$ cat config.mk
export PLATFORM = sky130hd
export DESIGN_NAME = hsync_regen
export DESIGN_NICKNAME = d
export VERILOG_FILES = /design/src/rtl/hsr_pkg.sv /design/src/rtl/hsr_sync2.sv /design/src/rtl/hsr_delay_line.sv /design/src/rtl/hsr_pol_detect.sv /design/src/rtl/hsr_pulse_gen.sv /design/src/rtl/hsync_regen.sv
export SDC_FILE = /design/constraint.sdc
export NUM_CORES = 1
export LEC_CHECK = 0
export ABC_AREA = 1
export BUFFER_PORTS_ARGS = -buffer_cell sky130_fd_sc_hd__buf_2
export CORE_MARGIN = 1
export CORE_UTILIZATION = 35
export CTS_CLUSTER_DIAMETER = 120
export DETAILED_ROUTE_END_ITERATION = 7
export PLACE_DENSITY_LB_ADDON = 0.3
export SLEW_MARGIN = 30
export SYNTH_ARGS = -nofsm -noshare
export SYNTH_HDL_FRONTEND = slang
export SYNTH_SLANG_ARGS = --single-unit
$ cat constraint.sdc
create_clock -name clk -period 2.03 [get_ports clk]
set_input_delay 0.203 -clock clk [delete_from_list [all_inputs] [get_ports clk]]
set_output_delay 0.203 -clock clk [all_outputs]
set_load 0.1 [all_outputs]
$ cat src/rtl/hsr_pkg.sv
package hsr_pkg;

   // Sync level convention used throughout the block
   typedef enum logic {
      LVL_LOW  = 1'b0,
      LVL_HIGH = 1'b1
   } hsr_level_e;

   // Reset assumption for the incoming sync
   localparam hsr_level_e RESET_IN_LEVEL = LVL_LOW;

endpackage

$ cat src/rtl/hsr_sync2.sv
module hsr_sync2 #(
   parameter int STAGES = 2
) (
   input  logic clk,
   input  logic rst,
   input  logic d,
   output logic q
);

   if (STAGES < 2) begin : g_bad_stages
      $error("hsr_sync2: STAGES must be at least 2");
   end

   logic [STAGES-1:0] chain_q;

   always_ff @(posedge clk) begin
      if (rst) begin
         chain_q <= '0;
      end else begin
         chain_q <= {chain_q[STAGES-2:0], d};
      end
   end

   assign q = chain_q[STAGES-1];

endmodule

$ cat src/rtl/hsr_delay_line.sv
module hsr_delay_line #(
   parameter int W     = 8,
   parameter int DEPTH = 5
) (
   input  logic         clk,
   input  logic         rst,
   input  logic [W-1:0] d,
   output logic [W-1:0] q
);

   if (W < 1) begin : g_bad_w
      $error("hsr_delay_line: W must be positive");
   end
   if (DEPTH < 0) begin : g_bad_depth
      $error("hsr_delay_line: DEPTH must not be negative");
   end

   if (DEPTH == 0) begin : g_wire
      assign q = d;
   end else begin : g_regs
      logic [W-1:0] stage_q [DEPTH];

      for (genvar i = 0; i < DEPTH; i++) begin : g_stage
         always_ff @(posedge clk) begin
            if (rst) begin
               stage_q[i] <= '0;
            end else if (i == 0) begin
               stage_q[i] <= d;
            end else begin
               stage_q[i] <= stage_q[(i == 0) ? 0 : i-1];
            end
         end
      end

      assign q = stage_q[DEPTH-1];
   end

endmodule

$ cat src/rtl/hsr_pol_detect.sv
module hsr_pol_detect
   import hsr_pkg::*;
#(
   parameter int CNT_W = 12
) (
   input  logic clk,
   input  logic rst,
   input  logic lvl,        // synchronized sync level
   output logic pol_high,   // 1: pulse is the high level
   output logic lead        // leading edge in the detected polarity
);

   if (CNT_W < 2) begin : g_bad_cnt
      $error("hsr_pol_detect: CNT_W must be at least 2");
   end

   localparam logic [CNT_W-1:0] CNT_MAX = {CNT_W{1'b1}};
   localparam logic [CNT_W-1:0] CNT_ONE = {{(CNT_W-1){1'b0}}, 1'b1};

   logic             prev_q;
   logic             seen_q;
   logic             pol_q;
   logic [CNT_W-1:0] hi_q;
   logic [CNT_W-1:0] lo_q;
   logic             rise;
   logic             act_now;
   logic             act_prev;

   function automatic logic [CNT_W-1:0] sat_inc(input logic [CNT_W-1:0] v);
      return (v == CNT_MAX) ? v : v + CNT_ONE;
   endfunction

   assign rise     = lvl & ~prev_q;
   assign act_now  = (lvl == pol_q);
   assign act_prev = (prev_q == pol_q);
   assign lead     = act_now & ~act_prev;
   assign pol_high = pol_q;

   always_ff @(posedge clk) begin
      if (rst) begin
         prev_q <= 1'b0;
         seen_q <= 1'b0;
         pol_q  <= RESET_IN_LEVEL;
         hi_q   <= '0;
         lo_q   <= '0;
      end else begin
         prev_q <= lvl;
         if (rise) begin
            seen_q <= 1'b1;
            if (seen_q && (hi_q != lo_q)) begin
               pol_q <= (hi_q < lo_q);
            end
            hi_q <= CNT_ONE;
            lo_q <= '0;
         end else if (lvl) begin
            hi_q <= sat_inc(hi_q);
         end else begin
            lo_q <= sat_inc(lo_q);
         end
      end
   end

   // Polarity moves only at the end of a period
   assert_pol_period_end_R3: assert property (@(posedge clk) disable iff (rst)
      !rise |=> $stable(pol_q));

   // Saturated counters hold their value
   assert_hi_saturate_R9: assert property (@(posedge clk) disable iff (rst)
      (hi_q == CNT_MAX && lvl && !rise) |=> (hi_q == CNT_MAX));

   assert_lo_saturate_R9: assert property (@(posedge clk) disable iff (rst)
      (lo_q == CNT_MAX && !lvl) |=> (lo_q == CNT_MAX));

endmodule

$ cat src/rtl/hsr_pulse_gen.sv
module hsr_pulse_gen #(
   parameter int WIDTH_W = 8
) (
   input  logic               clk,
   input  logic               rst,
   input  logic               start,
   input  logic [WIDTH_W-1:0] width,
   input  logic               out_high,
   output logic               sync_out
);

   if (WIDTH_W < 1) begin : g_bad_width
      $error("hsr_pulse_gen: WIDTH_W must be positive");
   end

   localparam logic [WIDTH_W-1:0] W_ONE = {{(WIDTH_W-1){1'b0}}, 1'b1};

   logic [WIDTH_W-1:0] cnt_q;
   logic               active;

   always_ff @(posedge clk) begin
      if (rst) begin
         cnt_q <= '0;
      end else if (start) begin
         cnt_q <= width;
      end else if (cnt_q != '0) begin
         cnt_q <= cnt_q - W_ONE;
      end
   end

   assign active   = (cnt_q != '0);
   assign sync_out = out_high ? active : ~active;

   assert_reset_idle_R10: assert property (@(posedge clk)
      rst |=> (cnt_q == '0));

   assert_zero_width_R6: assert property (@(posedge clk) disable iff (rst)
      (start && width == '0) |=> (cnt_q == '0));

   assert_restart_load_R7: assert property (@(posedge clk) disable iff (rst)
      (start && width != '0) |=> (cnt_q == $past(width)));

   assert_pulse_end_R5: assert property (@(posedge clk) disable iff (rst)
      (cnt_q == W_ONE && !start) |=> (cnt_q == '0));

endmodule

$ cat src/rtl/hsync_regen.sv
module hsync_regen #(
   parameter int DATA_W   = 24,
   parameter int WIDTH_W  = 8,
   parameter int CNT_W    = 12,
   parameter int PIPE_LAT = 5
) (
   input  logic               clk,
   input  logic               rst,
   input  logic               sync_in,
   input  logic [DATA_W-1:0]  pix_in,
   input  logic [WIDTH_W-1:0] pulse_width,
   input  logic               out_active_high,
   output logic [DATA_W-1:0]  pix_out,
   output logic               sync_out,
   output logic               pix_valid,
   output logic               in_active_high
);

   // Sync path: 2 synchronizer flops + edge strobe + STROBE_DLY + output flop
   localparam int SYNC_STAGES = 2;
   localparam int STROBE_DLY  = PIPE_LAT - SYNC_STAGES - 1;
   localparam int FILL_W      = $clog2(PIPE_LAT + 1);
   localparam logic [FILL_W-1:0] FILL_MAX = FILL_W'(PIPE_LAT);
   localparam logic [FILL_W-1:0] FILL_ONE = FILL_W'(1);

   if (PIPE_LAT < SYNC_STAGES + 1) begin : g_bad_lat
      $error("hsync_regen: PIPE_LAT too short for the sync path");
   end
   if (DATA_W < 1) begin : g_bad_data
      $error("hsync_regen: DATA_W must be positive");
   end

   logic              lvl_sync;
   logic              lead;
   logic [0:0]        lead_vec;
   logic [0:0]        start_vec;
   logic [FILL_W-1:0] fill_q;

   hsr_sync2 #(.STAGES(SYNC_STAGES)) u_sync (
      .clk (clk),
      .rst (rst),
      .d   (sync_in),
      .q   (lvl_sync)
   );

   hsr_pol_detect #(.CNT_W(CNT_W)) u_pol (
      .clk      (clk),
      .rst      (rst),
      .lvl      (lvl_sync),
      .pol_high (in_active_high),
      .lead     (lead)
   );

   assign lead_vec = lead;

   hsr_delay_line #(.W(1), .DEPTH(STROBE_DLY)) u_strobe_dly (
      .clk (clk),
      .rst (rst),
      .d   (lead_vec),
      .q   (start_vec)
   );

   hsr_pulse_gen #(.WIDTH_W(WIDTH_W)) u_pulse (
      .clk      (clk),
      .rst      (rst),
      .start    (start_vec[0]),
      .width    (pulse_width),
      .out_high (out_active_high),
      .sync_out (sync_out)
   );

   hsr_delay_line #(.W(DATA_W), .DEPTH(PIPE_LAT)) u_data_dly (
      .clk (clk),
      .rst (rst),
      .d   (pix_in),
      .q   (pix_out)
   );

   always_ff @(posedge clk) begin
      if (rst) begin
         fill_q <= '0;
      end else if (fill_q != FILL_MAX) begin
         fill_q <= fill_q + FILL_ONE;
      end
   end

   assign pix_valid = (fill_q == FILL_MAX);

   assert_valid_hold_R2: assert property (@(posedge clk) disable iff (rst)
      pix_valid |=> pix_valid);

   assert_valid_reset_R10: assert property (@(posedge clk)
      rst |=> !pix_valid);

endmodule

== After elaboration in Yosys (flattened, before gate mapping) ==
Memory sizes are Yosys's and may differ from the RTL's.
Cells that the tools add are included.
Widths: inputs -> output; s select.
Word-level totals
  bits in registers: 40
  RAM bits: 122
  input port bits: 36
  output and inout bits: 27
  logic and storage cells: 64
  memories kept: 2
Memories
  u_data_dly.g_regs.stage_q: words 5, bits a word 24, rd ports 5, clocked after memory_dff 0, write ports 5, line hsr_delay_line.sv:21  | logic [W-1:0] stage_q [DEPTH];
  u_strobe_dly.g_regs.stage_q: words 2, bits a word 1, rd ports 2, clocked after memory_dff 0, write ports 2, line hsr_delay_line.sv:21
Operators by class
  add/subtract/negate cells: 4
  order comparisons: 1
  equal/unequal tests: 8
  muxes and demuxes: 16
  bitwise operators: 15
  reductions and logical operators: 9
Operators with widths (count)
  $mux 24: 5
  $add 12x1->12 const B: 2
  $eq 12x12->1 const B: 2
  $mux 8: 2
  $lt 12x12->1: 1
  $ne 12x12->1: 1
  $mux 1: 9
  $reduce_and 2->1: 4
  $reduce_bool 8->1: 1
  $sub 8x1->8 const B: 1
  $or 1x1->1: 7
  $not 1->1: 6
  $reduce_bool 2->1: 2
  $add 3x1->3 const B: 1
  $eq 3x3->1 const B: 1
  $ne 3x3->1 const B: 1
  $and 1x1->1: 2
  $eq 1x1->1: 2
  $ne 2x1->1 const B: 1
  $reduce_or 2->1: 1
  $logic_and 1x1->1: 1

== Depth between registers and ports, before layout ==
Gate-level depths: netlist (run 1).
  depth in word-level cells: 4
  mapped depth: 10
  mapped depth without buffers: 10

== Cells and area by module ==
A second synthesis (run 1) with hierarchy kept.
Unflattened totals
  cells, all modules: 756
  area total of the unflattened synthesis: 6044.5 um^2
Modules (own cells, without submodules)
  hsr_delay_line at u_data_dly: instances 1, cells an instance 373, area each 3437.0 um^2, seq. area each 2402.3 um^2
  hsr_pol_detect: instances 1, cells an instance 279, area each 1825.5 um^2, seq. area each 540.5 um^2
  hsr_pulse_gen: instances 1, cells an instance 70, area each 515.5 um^2, seq. area each 160.2 um^2
  hsync_regen: instances 1, cells an instance 22, area each 156.4 um^2, seq. area each 60.1 um^2
  hsr_delay_line at u_strobe_dly: instances 1, cells an instance 6, area each 55.1 um^2, seq. area each 40.0 um^2
  hsr_sync2: instances 1, cells an instance 6, area each 55.1 um^2, seq. area each 40.0 um^2

== Worst setup path before layout (run 1) ==
OpenSTA, ideal clock, no wires.
  path kind: register to output
  start: register u_pulse.cnt_q[0]
  end: output sync_out
  arrival time: 2.285 ns
  required time: 1.827 ns
  setup slack: -0.458 ns
  stages on the path, launching flop included: 6
  buffers on the path: 0
  path through: dfxtp_1 inv_1 ha_1 nand3_1 nor2_1 xor2_1
Between the ends
  cells in the longest elaborated chain, start to end: 3
RTL lines
  from (decl): line hsr_pulse_gen.sv:18  | logic [WIDTH_W-1:0] cnt_q;
  from (signal assigned): line hsr_pulse_gen.sv:25  | cnt_q <= width;
  from (signal assigned): line hsr_pulse_gen.sv:27  | cnt_q <= cnt_q - W_ONE;
  $reduce_bool 8->1 (*): line hsr_pulse_gen.sv:31  | assign active = (cnt_q != '0);
  $not 1->1: line hsr_pulse_gen.sv:32  | assign sync_out = out_high ? active : ~active;
  $mux 1 (*): line hsr_pulse_gen.sv:32
  to (decl): line hsync_regen.sv:14  | output logic sync_out,
Every way passes the cells marked *; elsewhere a longest branch is shown, timed or not.

== Worst setup path after layout (run 1) ==
Ends and elaborated chain as after synthesis.

==> results of run 1 <==
-- logic make-up (layout without fill, tap and decap cells) --
family	count (synthesis)	after routing	share of synthesized area, %
AND/OR/NAND/NOR	305	305	21.01
flip-flops	162	162	55.11
AO/OA/AOI/OAI	50	50	5.061
adder cells (fa/ha/maj)	18	18	3.827
buffers and inverters	187	290	12.61
XOR/XNOR	16	16	2.381
-- sequential cells by signal, indices dropped and copies added (netlist names) --
signal	count
fill_q	3
u_pol.prev_q	1
u_pol.seen_q	1
u_data_dly.g_regs.stage_q	120
u_pulse.cnt_q	8
u_pol.hi_q	12
u_strobe_dly.g_regs.stage_q	2
u_pol.lo_q	12
u_sync.chain_q	2
u_pol.pol_high	1
-- stage by stage --
stage	setup WS, ps	util [%]	power (uW)
global placement	347.4	38.94	4286
global route	8.047	43.67	7553
CTS	39.22	43.64	7241
finish	119.9	43.67	7150
detailed placement	302.6	38.94	4300
floorplan	38.79	-	4091
-- routing by layer --
metal | track usage [%] | vias to the layer above
li1 | - | 2340
met1 | 17.71 | 1652
met2 | 18.96 | 82
met3 | 3.472 | 12
met4 | 6.008 | 0
met5 | 0 | -
-- power groups by stage --
stage	Sequential (uW)	Clock, uW	Combinational (uW)
global route	3400	3120	1030
global placement	3450	0	834
floorplan	3470	0	617
finish	3380	2860	903
CTS	3380	2970	891
detailed placement	3450	0	846
-- synthesized netlist by cell type --
cell type,number,area (um^2)
sky130_fd_sc_hd__a211oi_1,1,7.510
sky130_fd_sc_hd__a21oi_1,27,135.1
sky130_fd_sc_hd__a21oi_2,9,78.83
sky130_fd_sc_hd__a22oi_1,2,15.01
sky130_fd_sc_hd__a31oi_1,1,6.260
sky130_fd_sc_hd__and2_1,1,6.260
sky130_fd_sc_hd__buf_2,7,35.03
sky130_fd_sc_hd__buf_6,2,22.52
sky130_fd_sc_hd__buf_8,1,15.01
sky130_fd_sc_hd__clkbuf_1,10,37.54
sky130_fd_sc_hd__dfxtp_1,162,3243
sky130_fd_sc_hd__ha_1,18,225.2
sky130_fd_sc_hd__inv_1,162,608.1
sky130_fd_sc_hd__inv_2,4,15.01
sky130_fd_sc_hd__inv_6,1,8.760
sky130_fd_sc_hd__nand2_1,106,397.9
sky130_fd_sc_hd__nand2_2,5,31.28
sky130_fd_sc_hd__nand3_1,18,90.09
sky130_fd_sc_hd__nand3_2,1,10.01
sky130_fd_sc_hd__nand4_1,7,43.79
sky130_fd_sc_hd__nor2_1,159,596.8
sky130_fd_sc_hd__nor2_2,1,6.260
sky130_fd_sc_hd__nor2_4,1,11.26
sky130_fd_sc_hd__nor3_1,4,20.02
sky130_fd_sc_hd__nor3_4,1,16.27
sky130_fd_sc_hd__o211ai_1,1,7.510
sky130_fd_sc_hd__o21ai_0,8,40.04
sky130_fd_sc_hd__o21bai_1,1,7.510
sky130_fd_sc_hd__or2_1,1,6.260
sky130_fd_sc_hd__xnor2_1,5,43.79
sky130_fd_sc_hd__xor2_1,11,96.34
-- area by class of cell --
cell class                      count  share of cell area, %
Clock inverter                     13                  1.404
Sequential cell                   162                  44.94
Multi-Input combinational cell    389                  26.53
Tap cell                          220                  3.814
Timing Repair Buffer               91                  8.564
Clock buffer                       19                  5.999
Inverter                          167                  8.755
-- what timing repair did --
| item | 4_1_cts | 5_1_grt |
|---|---|---|
| setup endpoints to repair | 1 | 1 |
| pin swaps | 0 | 2 |
| hold endpoints to repair | 24 | 0 |
| resized for setup | 1 | 1 |
| hold buffers | 24 | 0 |
| cloned | 0 | 0 |
| setup buffers | 0 | 0 |
-- how the worst max path moves through the flow --
stage	from	endpoint	slack, ps
floorplan	u_pulse.cnt_q[0]$_SDFFE_PP0P_	sync_out	40
global placement	u_pol.hi_q[1]$_SDFFE_PP0P_	u_pol.hi_q[1]$_SDFFE_PP0P_	350
detailed placement	u_pol.hi_q[1]$_SDFFE_PP0P_	u_pol.hi_q[1]$_SDFFE_PP0P_	300
CTS	u_pulse.cnt_q[0]$_SDFFE_PP0P_	sync_out	40
global route	u_pulse.cnt_q[0]$_SDFFE_PP0P_	sync_out	8
finish	u_pulse.cnt_q[0]$_SDFFE_PP0P_	sync_out	120
-- worst reg2reg max path: cells and delay by family (launching register included) --
family | cells | cell delay, ps
flip-flops | 1 | 390
adder cells (fa/ha/maj) | 1 | 290
buffers and inverters | 1 | 150
AND/OR/NAND/NOR | 5 | 770
AO/OA/AOI/OAI | 1 | 50
==> impl_summary.md, run 1 <==
Worst hold path
The worst hold path terminates at u_data_dly.g_regs.stage_q[0][1]$_SDFF_PP0_. The class of the tightest hold or removal check is in2reg. The startpoint identified for the worst hold timing path is pix_in[1]. Along the worst hold path, the cell count comes to 3.

Power
In this run the static leakage power is roughly 0.0032 uW. In this run the power density over the cells is 990.7 mW/mm^2. Combinational logic burns 12.6% of the power. The switching component of the power is 1908 uW. In this run switching power makes up 26.69% of total power. The maximum vdd drop is around 0.00089 V. The clock share of power is 40.1%. Cell internal power was estimated by the tool at around 5200 uW. The sequential cell fraction of total power is 47.3%.

Layout
Once layout is done, the placed cells without fillers occupy 0.007217 mm^2. The filler cells instantiated in the layout total 1690. The multi-input combinational cells in the finished layout cover a total of 0.001914 mm^2. The number of inserted diodes is 0. Leaving out fill and tap cells, the most frequent cells in the layout are 162 x sky130_fd_sc_hd__inv_1, 162 x sky130_fd_sc_hd__dfxtp_1, 158 x sky130_fd_sc_hd__nor2_1, 106 x sky130_fd_sc_hd__nand2_1, 60 x sky130_fd_sc_hd__buf_2. The area growth from synthesis to final layout is 22.65%.

The post-layout net count is approximately 880. The total area of sequential cells is 0.003243 mm^2. Of the cells placed in the final design, the portion with a size suffix greater than 1 is 14.51%. After the flow finishes, the layout carries non-filler instances totaling 1061.

Setup path
The reg-to-reg setup timing slack is 270 ps. Along the worst path, the maximum fanout reaches 5. STA classifies the critical path endpoint as an output port. Counting both buffers and inverters, the worst setup path holds a total of 2. The worst setup path is launched from a flip-flop. The worst setup path category is reg2out.

The slowest library cell on the worst path is sky130_fd_sc_hd__dfxtp_1. Walking the worst path, the cells encountered are inv_1, ha_1, nand3_1, nor2_4, xor2_2, buf_12. The endpoint of the most critical register-to-register path is u_pol.hi_q[7]$_SDFFE_PP0P_. The startpoint identified for the worst register-to-register timing path is u_pol.hi_q[1]$_SDFFE_PP0P_. The critical path runs through a total of 6 cells. The worst endpoint data arrival time is 1710 ps. The largest single stage delay on the critical path is between 300 and 400 ps.

The path depth of the worst reg2reg path is 8. The cell family contributing the most delay on the critical path is buffers and inverters. The required arrival time at the worst endpoint is about 1800 ps.

Global route
The number of global-route vias before repair was about 3800. The first global-routing pass estimated 17.86 mm of wire. Across every metal layer, demand over resource in global routing totals about an eighth. After global routing the overflow that remains totals 0. Entering global routing, the biggest net connects between 90 and 100 pins. The initial antenna violation count is 0.

Drt
The met2 wirelength from detailed routing is roughly 4.2 mm. The via count normalized by instance count is 3.851. Signal routing reaches up to met4.

The detailed-route wire length on metal 1 is approximately 5.3 mm. The met3 layer wire length in the routed design is 446 um. For this run, the detailed router's first-pass iteration total came to 4. Dividing the detail-routed wire length by the instance count gives 9.554 um. The remaining routing DRC violations is 0. The detail route stage leaves a number of antenna-violating nets equal to 0.

For this block, the routed nets add up to 10.14 mm of wire. The total number of vias is about 4000. The first-iteration detailed-routing DRC count is 182.

Floorplan
63 I/O pins were placed. The die is 131.7 um wide. The placeable core region is 0.01652 mm^2. Once the floorplan was initialized, standard cells occupied 35.61% of the core. The floorplan has 47 rows. The floorplan die area is ~0.017 mm^2. The die height is 131.7 um.

Clocking
After clock tree synthesis, the clock-pin slew on the worst setup and hold paths is around 60 ps. The number of buffers added by the clock tree synthesis step is 17. The clock latency on the worst-skew pair is between 400 and 500 ps. The number of clock sinks is approximately 160. Counting along the longest clock path gives a buffer depth of 2. The TritonCTS clock tree is done. The clock tree root driver cell is sky130_fd_sc_hd__clkbuf_16.

The maximum level of the CTS H-tree is 4.

Placed design
During placement, the flow inserted port buffers numbering 62. The final HPWL from detailed placement is 6.791 mm. Summing all placed instances gives a cell area of 0.006435 mm^2. The congestion estimate from routability-driven global placement came to 0.8026. The number of placed instances, taps included is 1005.

STA
The maximum clock frequency is 523.5 MHz. Setup repair after global routing left no endpoint under its margin. The post-route clock skew is 5.571 ps. On the final layout, the worst hold slack is 28.85 ps. The number of endpoints with negative hold slack in the final report is 0.

Measured against its own limit, the worst slew margin works out to 67.26%. The slew of the pin with the lowest slew margin is 494.5 ps. Summed over all failing endpoints, the final setup total negative slack is 0 ps. Dividing the final minimum period by the clock period gives 94.10%.

The number of setup violations in the final report is 0. The minimum clock period is 1910 ps. The number of pins exceeding their max-slew limit in the final report is 0.

Outcome
The run finished with clean final reports.

Synth
The cell count after synthesis is 738. The net count after synthesis is 792. The number of unique standard cell types used by synthesis is 31. A synthesized cell averages roughly 8 um^2. The post-synthesis sequential element count is 162.

The fraction of the yosys area taken by sequential cells is 55.11%. The cell area after synthesis is 0.005884 mm^2. Yosys printed 0 warnings.

Flow run
The number of max-cap violations is 0.
No activity file was read; power rests on OpenSTA's default activity.
==> run 2, diff against run 1 <==
--- a/config.mk
+++ b/config.mk
@@ -16,3 +16,4 @@
 export SYNTH_ARGS = -nofsm -noshare
 export SYNTH_HDL_FRONTEND = slang
+export SYNTH_HIERARCHICAL = 1
 export SYNTH_SLANG_ARGS = --single-unit
==> constraint.sdc (replaced) <==
create_clock -name clk -period 2.03 [get_ports clk]
set_input_delay 0.1015 -clock clk [delete_from_list [all_inputs] [get_ports clk]]
set_output_delay 0.1015 -clock clk [all_outputs]
set_load 0.1 [all_outputs]
==> run 2 against run 1 <==
Effect of this change: area after synthesis rose by 2.7%; core utilization rose by 0.86 points; flip-flop and latch count did not move; sequential power increased by 1%; critical endpoint unchanged; setup slack gained 28 ps; fmax grew 1.5%; cell count rose by 2.4%; highest routed layer unchanged; global-route usage is 1.0 points lower; clock power is 14% higher; register-to-register slack better by 250 ps; non-clock buffer count up 6.
==> impl_summary.md, run 2 <==
Synth
The Yosys step of the flow raised 6 warnings. The async set-or-reset flop fraction in the synthesized netlist is 0%. The post-synthesis sequential element count is 162.

The biggest area consumer among synthesized cells is sky130_fd_sc_hd__dfxtp_1. In the synthesized netlist, the cells that appear most often are 173 x sky130_fd_sc_hd__inv_1, 170 x sky130_fd_sc_hd__nor2_1, 162 x sky130_fd_sc_hd__dfxtp_1. Sequential cells were found to cover 53.65% of the synthesized design area. The net count after synthesis is 809.

By area the synthesized netlist is led by sky130_fd_sc_hd__dfxtp_1 54%, sky130_fd_sc_hd__inv_1 11%, sky130_fd_sc_hd__nor2_1 11%. The average cell area after synthesis is between 7 and 8 um^2. The dominant synthesized flop cell is sky130_fd_sc_hd__dfxtp_1. The share of synthesized area in the top cell type comes to 53.65%. The cell count after synthesis came out at 756.

The number of unique standard cell types used by synthesis is 33. Summing every instance area after synthesis gives 0.006045 mm^2. The leading cell type by number of instances after synthesis is sky130_fd_sc_hd__inv_1. The number of enable-type register cells in the synthesized netlist is 0.

Clocking
The root buffer cell chosen for the clock tree is sky130_fd_sc_hd__clkbuf_16. The H-tree was split into 4 levels. Clock latency on the worst-skew pair, taken at its later pin, is 420 ps. Clock tree synthesis found a total of 162 sinks.

The clock-pin slew on the worst setup and hold paths is 60 ps. TritonCTS built the clock tree. The number of buffers on the longest clock path is 2. Clock tree synthesis inserted a total of 17 buffers.

Layout
The most common cell after layout, fill and taps aside is sky130_fd_sc_hd__inv_1. The flip-flop count of the largest register, all copies and words added is 120. The layout cell share with drive strength beyond 1 is 15.70%. The fill cell total of the finished layout is approximately 1700.

From synthesis to final layout, the design area changed by 23.06%. The number of inserted diodes is 0. The register ranked first by flip-flop count is u_data_dly/g_regs.stage_q. The largest registers in the layout are u_data_dly/g_regs.stage_q (120), u_pol/hi_q (12), u_pol/lo_q (12).

For this run, the post-layout net count is ~900. The top cell types in the final layout, fill and taps aside, are 173 x sky130_fd_sc_hd__inv_1, 170 x sky130_fd_sc_hd__nor2_1, 162 x sky130_fd_sc_hd__dfxtp_1, 98 x sky130_fd_sc_hd__nand2_1, 60 x sky130_fd_sc_hd__buf_2.

STA
The post-route clock skew is 6.875 ps. In the post-route analysis, the smallest setup slack over all paths is approximately 150 ps. The routed design could run at a clock period as short as roughly 1900 ps.

The number of endpoints with negative hold slack in the final report is 0. The number of pins exceeding their max-slew limit in the final report is 0. Timing would allow up to 531.2 MHz. The post-route clock period utilization is 92.73%. The total negative slack for setup checks is 0 ps. Setup violations remaining at the end of the flow were counted as 0. The slew of the pin with the lowest slew margin is 496.7 ps. Headroom to the max-slew limit came out at 67.11%. Setup repair after global routing left no endpoint under its margin.

Setup path
The kind of launch point of the worst setup path is a flip-flop. The cell family contributing the most delay on the critical path is buffers and inverters. Traced cell by cell, the critical path runs through inv_2, ha_1, nand2_4, nor2_8, xor2_2, buf_4. The worst setup path category is reg2out. The worst endpoint data arrival time is 1780 ps. The slowest stage of the critical path belongs to the cell sky130_fd_sc_hd__dfxtp_1.

For the worst setup path, the data required time is 1930 ps. In this run the critical register-to-register path is launched from u_pol/lo_q[0]$_SDFFE_PP0P_. Tracing the worst setup path back leads to its startpoint at u_pulse/cnt_q[0]$_SDFFE_PP0P_. The highest fanout seen on the critical path is 4. The combined buffer and inverter count along the critical path is 2. The worst stage delay on the critical path is 340 ps. The worst setup path is captured at an output port.

Power
For this design the ratio of total power to cell area is approximately 1000 mW/mm^2. Summed over all cells, the static leakage comes to 0.003342 uW. The maximum vdd drop is roughly 0.0006 V.

Global route
The global-route usage over all layers is 11.97%. Entering global routing, the biggest net connects 63 pins. The initial antenna violation count came to 0. Summed over all layers, the global routing overflow is 0. The number of global-route vias before repair was 3736. The global-route wire length before repair is 16.76 mm.

Drt
Summing over every cut layer, the via total after detailed routing is 4287. The routed design has 9.752 mm of wire. The final routed wire length divided by cell count is 8.980 um.

In the routed design, unresolved DRC markers number 0. The detail route stage leaves a number of antenna-violating nets equal to 0. The first-pass iteration count of the detailed router is 4. The first-iteration detailed-routing DRC count is 205. After detailed routing, the number of vias per cell comes to 3.948.

Floorplan
Once the floorplan was initialized, standard cells occupied between 30% and 40% of the core. The floorplan step defined a die boundary enclosing around 0.018 mm^2. The die height is ~130 um. The placeable core region is 0.01670 mm^2. The number of top-level pins is 63. The horizontal die dimension is between 100 and 150 um. The number of standard-cell rows in the floorplan is 47.

Flow run
The number of max-cap violations is 0.

Placed design
Input and output buffers added on the ports amount to 62. The weighted congestion at the end of routability-driven global placement is roughly 0.8. The wire-length estimate of the detail-placed layout is about 6.6 mm. Prior to clock tree synthesis, the placed netlist has a worst setup slack of 439.9 ps.

Outcome
The run finished with clean final reports.

Worst hold path
The class of the tightest hold or removal check is in2reg. The startpoint identified for the worst hold timing path is rst.
## run 2: cell count changes in the layout (fill, tap and decap cells not counted), sizes merged, moves of 2 or more
cell	change
bufinv	+2
nor2	+25
inv	+12
nand2	-3
dlygate4sd3	+6
a22oi	-2
nand4	+3
o21ai	+3
a21oi	-7
clkinvlp	-2
clkbuf	+2
xnor2	-3
nor3	-4
## run 2: path summary, 6_finish.rpt
| kind | end | slack (ps) | depth (start not counted) |
|---|---|---|---|
| setup / recovery | sync_out | 150 | 6 |
| hold reg to reg | u_data_dly/g_regs.stage_q[2][11]$_SDFF_PP0_ | 400 | 2 |
| hold / removal | u_sync/chain_q[1]$_SDFF_PP0_ | 50 | 2 |
| setup reg to reg | u_pol/lo_q[9]$_SDFFE_PP0P_ | 520 | 10 |
## run 2: where the power goes
part	total, uW	internal [uW]	switching, uW	leakage (uW)
registers	3430	3330	95.2	0.00132
logic	1060	396	660	0.00172
clock network	3250	1940	1310	0.000295
## run 2: kinds of logic (layout without fill, tap and decap cells)
family,count (synthesis),after routing,share of synthesized area (%)
compound gates,42,42,3.684
fa+ha+maj,17,17,3.519
buf+inv,199,309,14.18
simple gates,324,324,23.22
xor+xnor,12,12,1.739
flops,162,162,53.65
## run 2: cell type report
type | instances | area, um^2 | share of cell area (%)
Clock inverter | 11 | 141.4 | 1.901
Inverter | 180 | 678.2 | 9.117
Clock buffer | 21 | 470.5 | 6.325
Multi-Input combinational cell | 395 | 1952 | 26.24
Tap cell | 220 | 275.3 | 3.701
Timing Repair Buffer | 97 | 678.2 | 9.117
Sequential cell | 162 | 3243 | 43.60
## run 2: through the flow
stage / hold WS, ps / cell area [um^2] / utilization, % / total power (uW) / std cells
detailed placement: 307.9 / 6524 / 39.06 / 4519 / 1024
global placement: 302.1 / 6524 / 39.06 / 4512 / 1024
finish: 46.59 / 7438 / 44.54 / 7733 / 1086
CTS: 34.56 / 7438 / 44.54 / 7854 / 1086
floorplan: 168.4 / 6052 / - / 4347 / 756
global route: 48.34 / 7438 / 44.54 / 8113 / 1086
## run 2: metal layers
| metal | global-route usage, % | up-vias | share of wire [%] |
|---|---|---|---|
| li1 | - | 2389 | - |
| met1 | 14.69 | 1827 | 49 |
| met2 | 18.98 | 59 | 46 |
| met3 | 3.615 | 12 | 3.5 |
| met4 | 6.061 | 0 | 1.5 |
| met5 | 0 | - | 0 |
## run 2: timing repair
action	in CTS	in global routing
resized for setup	1	0
setup endpoints to repair	1	0
endpoints found under the hold margin	30	0
hold buffers	30	0
buffers inserted	0	0
==> run 3, diff against run 2 <==
CORE_ASPECT_RATIO = 0.7   (was not set)
CORE_MARGIN = not set   (was 1)
==> run 3 against run 2 <==
Effect of this change: final area is 0.49% lower; combinational power about the same; global-route usage grew 1.1 points; non-clock buffer count decreased by 1; sequential power about the same.
==> impl_summary.md, run 3 (same netlist as run 2, synthesis figures left out) <==
Clocking
Counting along the longest clock path gives a buffer depth of 2. The TritonCTS clock tree is done. The maximum level of the CTS H-tree is 4.

The root buffer cell chosen for the clock tree is sky130_fd_sc_hd__clkbuf_16. The clock net in this run drives a total of between 150 and 200 sinks. Clock-pin slew was measured on the worst setup and hold paths at 60 ps. The number of buffers added by the clock tree synthesis step is 17. The clock latency on the worst-skew pair is 410 ps.

Layout
The register ranked first by flip-flop count is u_data_dly/g_regs.stage_q. The register with the most flip-flops in the layout has 120 of them. Leaving out fill and tap cells, the most frequent cell in the layout is sky130_fd_sc_hd__inv_1. Cells with a size suffix above 1 make up 15.61% of the layout. The largest registers in the layout are u_data_dly/g_regs.stage_q (120), u_pol/hi_q (12), u_pol/lo_q (12).

The layout has 1660 filler cells. In the layout the commonest cells are 173 x sky130_fd_sc_hd__inv_1, 170 x sky130_fd_sc_hd__nor2_1, 162 x sky130_fd_sc_hd__dfxtp_1, 98 x sky130_fd_sc_hd__nand2_1, 60 x sky130_fd_sc_hd__buf_2. The repair_antennas step left the layout with diodes totalling 0. In the final design database the tool counted approximately 900 nets. The area growth from synthesis to layout is 22.46%.

Setup path
The endpoint of the most critical register-to-register path is u_pol/pol_high$_SDFFE_PP0P_. The kind of launch point of the worst setup path is a flip-flop. The number of buffers and inverters on the critical path is 2.

The number of gates on the worst path with buffers counted is 6. For the worst setup path, the data required time is 1930 ps. The critical path goes through inv_2, ha_1, nand2_4, nor2_8, xor2_2, clkbuf_4. The beginning of the worst register-to-register path is u_pol/lo_q[8]$_SDFFE_PP0P_. The critical path capture point type is an output port.

The end point of the critical path is sync_out. On the critical path, the stage with the largest delay is an instance of sky130_fd_sc_hd__dfxtp_1. The path depth of the worst reg2reg path is 8. The most critical setup path has its startpoint at u_pulse/cnt_q[0]$_SDFFE_PP0P_. The worst setup path is of the reg2out kind. The reg-to-reg setup timing slack is 520 ps. For this run, the slowest stage of the critical path takes 330 ps. In this run the worst path has a maximum fanout of 4. The worst endpoint data arrival time is approximately 1800 ps. The cell family contributing the most delay on the critical path is buffers and inverters.

STA
The worst pin sits at a relative slew slack of 60.69%. The number of setup violations in the final report is 0. The post-route clock skew is 5.863 ps. The number of endpoints with negative hold slack in the final report is 0.

The slew of the pin with the lowest slew margin is 589.6 ps. In the finished design, the share of the clock period the worst path needs comes to a little over nine tenths. Setup total negative slack on the finished layout was measured at 0 ps. The tightest hold path in the finished design has a slack of around 77 ps. The number of pins exceeding their max-slew limit in the final report came to 0.

The maximum clock frequency is 522.9 MHz. Setup repair after global routing left no endpoint under its margin. The worst path in the final design needs a cycle of 1912 ps, including I/O delays and setup.

Drt
The via count normalized by instance count is 3.848. The first routing iteration left about 260 violations. The final routed wire length divided by cell count is ~9.7 um.

The routed wire length is 10.54 mm. The remaining routing DRC violations is 0. The first detailed-routing pass took 4 iterations.

The number of antenna-violating nets in the routed design is 0. Across all layers, the routed design uses 4194 vias.

Global route
The number of global-route vias before repair came to roughly 3900. The global-route wire length before repair is 18.56 mm. Global routing finished with a remaining overflow of 0. The initial antenna violation count is 0.

Entering global routing, the biggest net connects 138 pins. Global routing used about an eighth of the available tracks.

Power
The analysis attributes to cell leakage a power of 0.003321 uW. The maximum vdd drop is 0.0007505 V. The internal power is 5534 uW. The switching part of the total power is 27.30%. The switching component of the power is 2078 uW. Of the total power, registers draw 45.1%. Of the total power, combinational logic draws 14.1%. Dividing total power by cell area gives a power density of 1028 mW/mm^2. The clock share of power is between 40% and 50%.

Placed design
The weighted congestion at the end of routability-driven global placement is between 0.8 and 0.9. Once detailed placement completed, the half-perimeter wirelength came to 7.137 mm. Input and output buffers added on the ports amount to 62.

Worst hold path
The class of the tightest hold or removal check is in2reg. The worst hold path was traced through 5 stages.

Floorplan
The floorplan has 39 rows. The placeable core region is approximately 0.017 mm^2. Once the floorplan was initialized, standard cells occupied 36.43% of the core. The number of top-level pins is 63.

The floorplan die area is 0.01781 mm^2. The die height is around 110 um. The horizontal die dimension is 159.1 um.

Outcome
The flow ran to the end, and the final reports show no timing, DRC or antenna violations.

Flow run
The number of max-cap violations is 0.
-- run 3: power groups by stage --
stage	clock (uW)	sequential (uW)	combinational, uW
floorplan	0	3510	832
global placement	0	3500	1010
detailed placement	0	3500	1020
CTS	3200	3430	1070
global route	3360	3450	1200
finish	3110	3430	1070
-- run 3: worst register-to-register path: stages, from the launching register on --
cell and delay [ps]:
sky130_fd_sc_hd__dfxtp_1 440, sky130_fd_sc_hd__inv_1 80, sky130_fd_sc_hd__ha_1 280, sky130_fd_sc_hd__nand2_1 50, sky130_fd_sc_hd__nor2_1 200, sky130_fd_sc_hd__and2_1 160
sky130_fd_sc_hd__nand2_1 50, sky130_fd_sc_hd__nand3_1 70, sky130_fd_sc_hd__a21oi_1 60
-- run 3: final cells by class --
cell class / count / area, um^2 / share of cell area, %
multi-input cells: 395 / 1952 / 26.37
inverters: 180 / 678.2 / 9.162
well taps: 225 / 281.5 / 3.803
flip-flops and latches: 162 / 3243 / 43.81
clock buffers: 20 / 466.7 / 6.305
repair buffers: 96 / 660.6 / 8.925
clock inverters: 12 / 120.1 / 1.623
-- run 3: worst min-delay path by stage --
| stage | start | endpoint | slack [ps] |
|---|---|---|---|
| 5_1_grt | pulse_width[0] | u_pulse/cnt_q[0]$_SDFFE_PP0P_ | 80 |
| 2_1_floorplan | rst | fill_q[0]$_SDFFE_PP0P_ | 170 |
| 4_1_cts | pulse_width[0] | u_pulse/cnt_q[0]$_SDFFE_PP0P_ | 60 |
| 3_5_place_dp | pix_in[1] | u_data_dly/g_regs.stage_q[0][1]$_SDFF_PP0_ | 310 |
| 3_3_place_gp | pix_in[18] | u_data_dly/g_regs.stage_q[0][18]$_SDFF_PP0_ | 300 |
| 6_report | pulse_width[0] | u_pulse/cnt_q[0]$_SDFFE_PP0P_ | 80 |
-- run 3: stage by stage --
step | std cells | setup WS [ps] | area, um^2 | total power, uW | util [%]
after floorplan | 756 | 171.2 | 6052 | 4347 | -
after global placement | 1027 | 480.8 | 6502 | 4509 | 39.19
after detailed placement | 1027 | 464.6 | 6502 | 4521 | 39.19
after CTS | 1090 | 8.678 | 7400 | 7698 | 44.60
after global routing | 1090 | 35.96 | 7402 | 8012 | 44.62
final | 1090 | 117.5 | 7402 | 7612 | 44.62
-- run 3: repair_timing --
action	in CTS	in global routing
endpoints found under the setup margin	0	1
hold buffers	31	0
buffers inserted	0	0
hold endpoints to repair	31	0
gates resized for setup	0	1
-- run 3: per-layer routing --
layer / GRT usage [%] / wire [um]
met4: 6.154 / 179
met2: 17.19 / 3750
met1: 19.64 / 6239
met3: 3.353 / 371
met5: 0 / 0
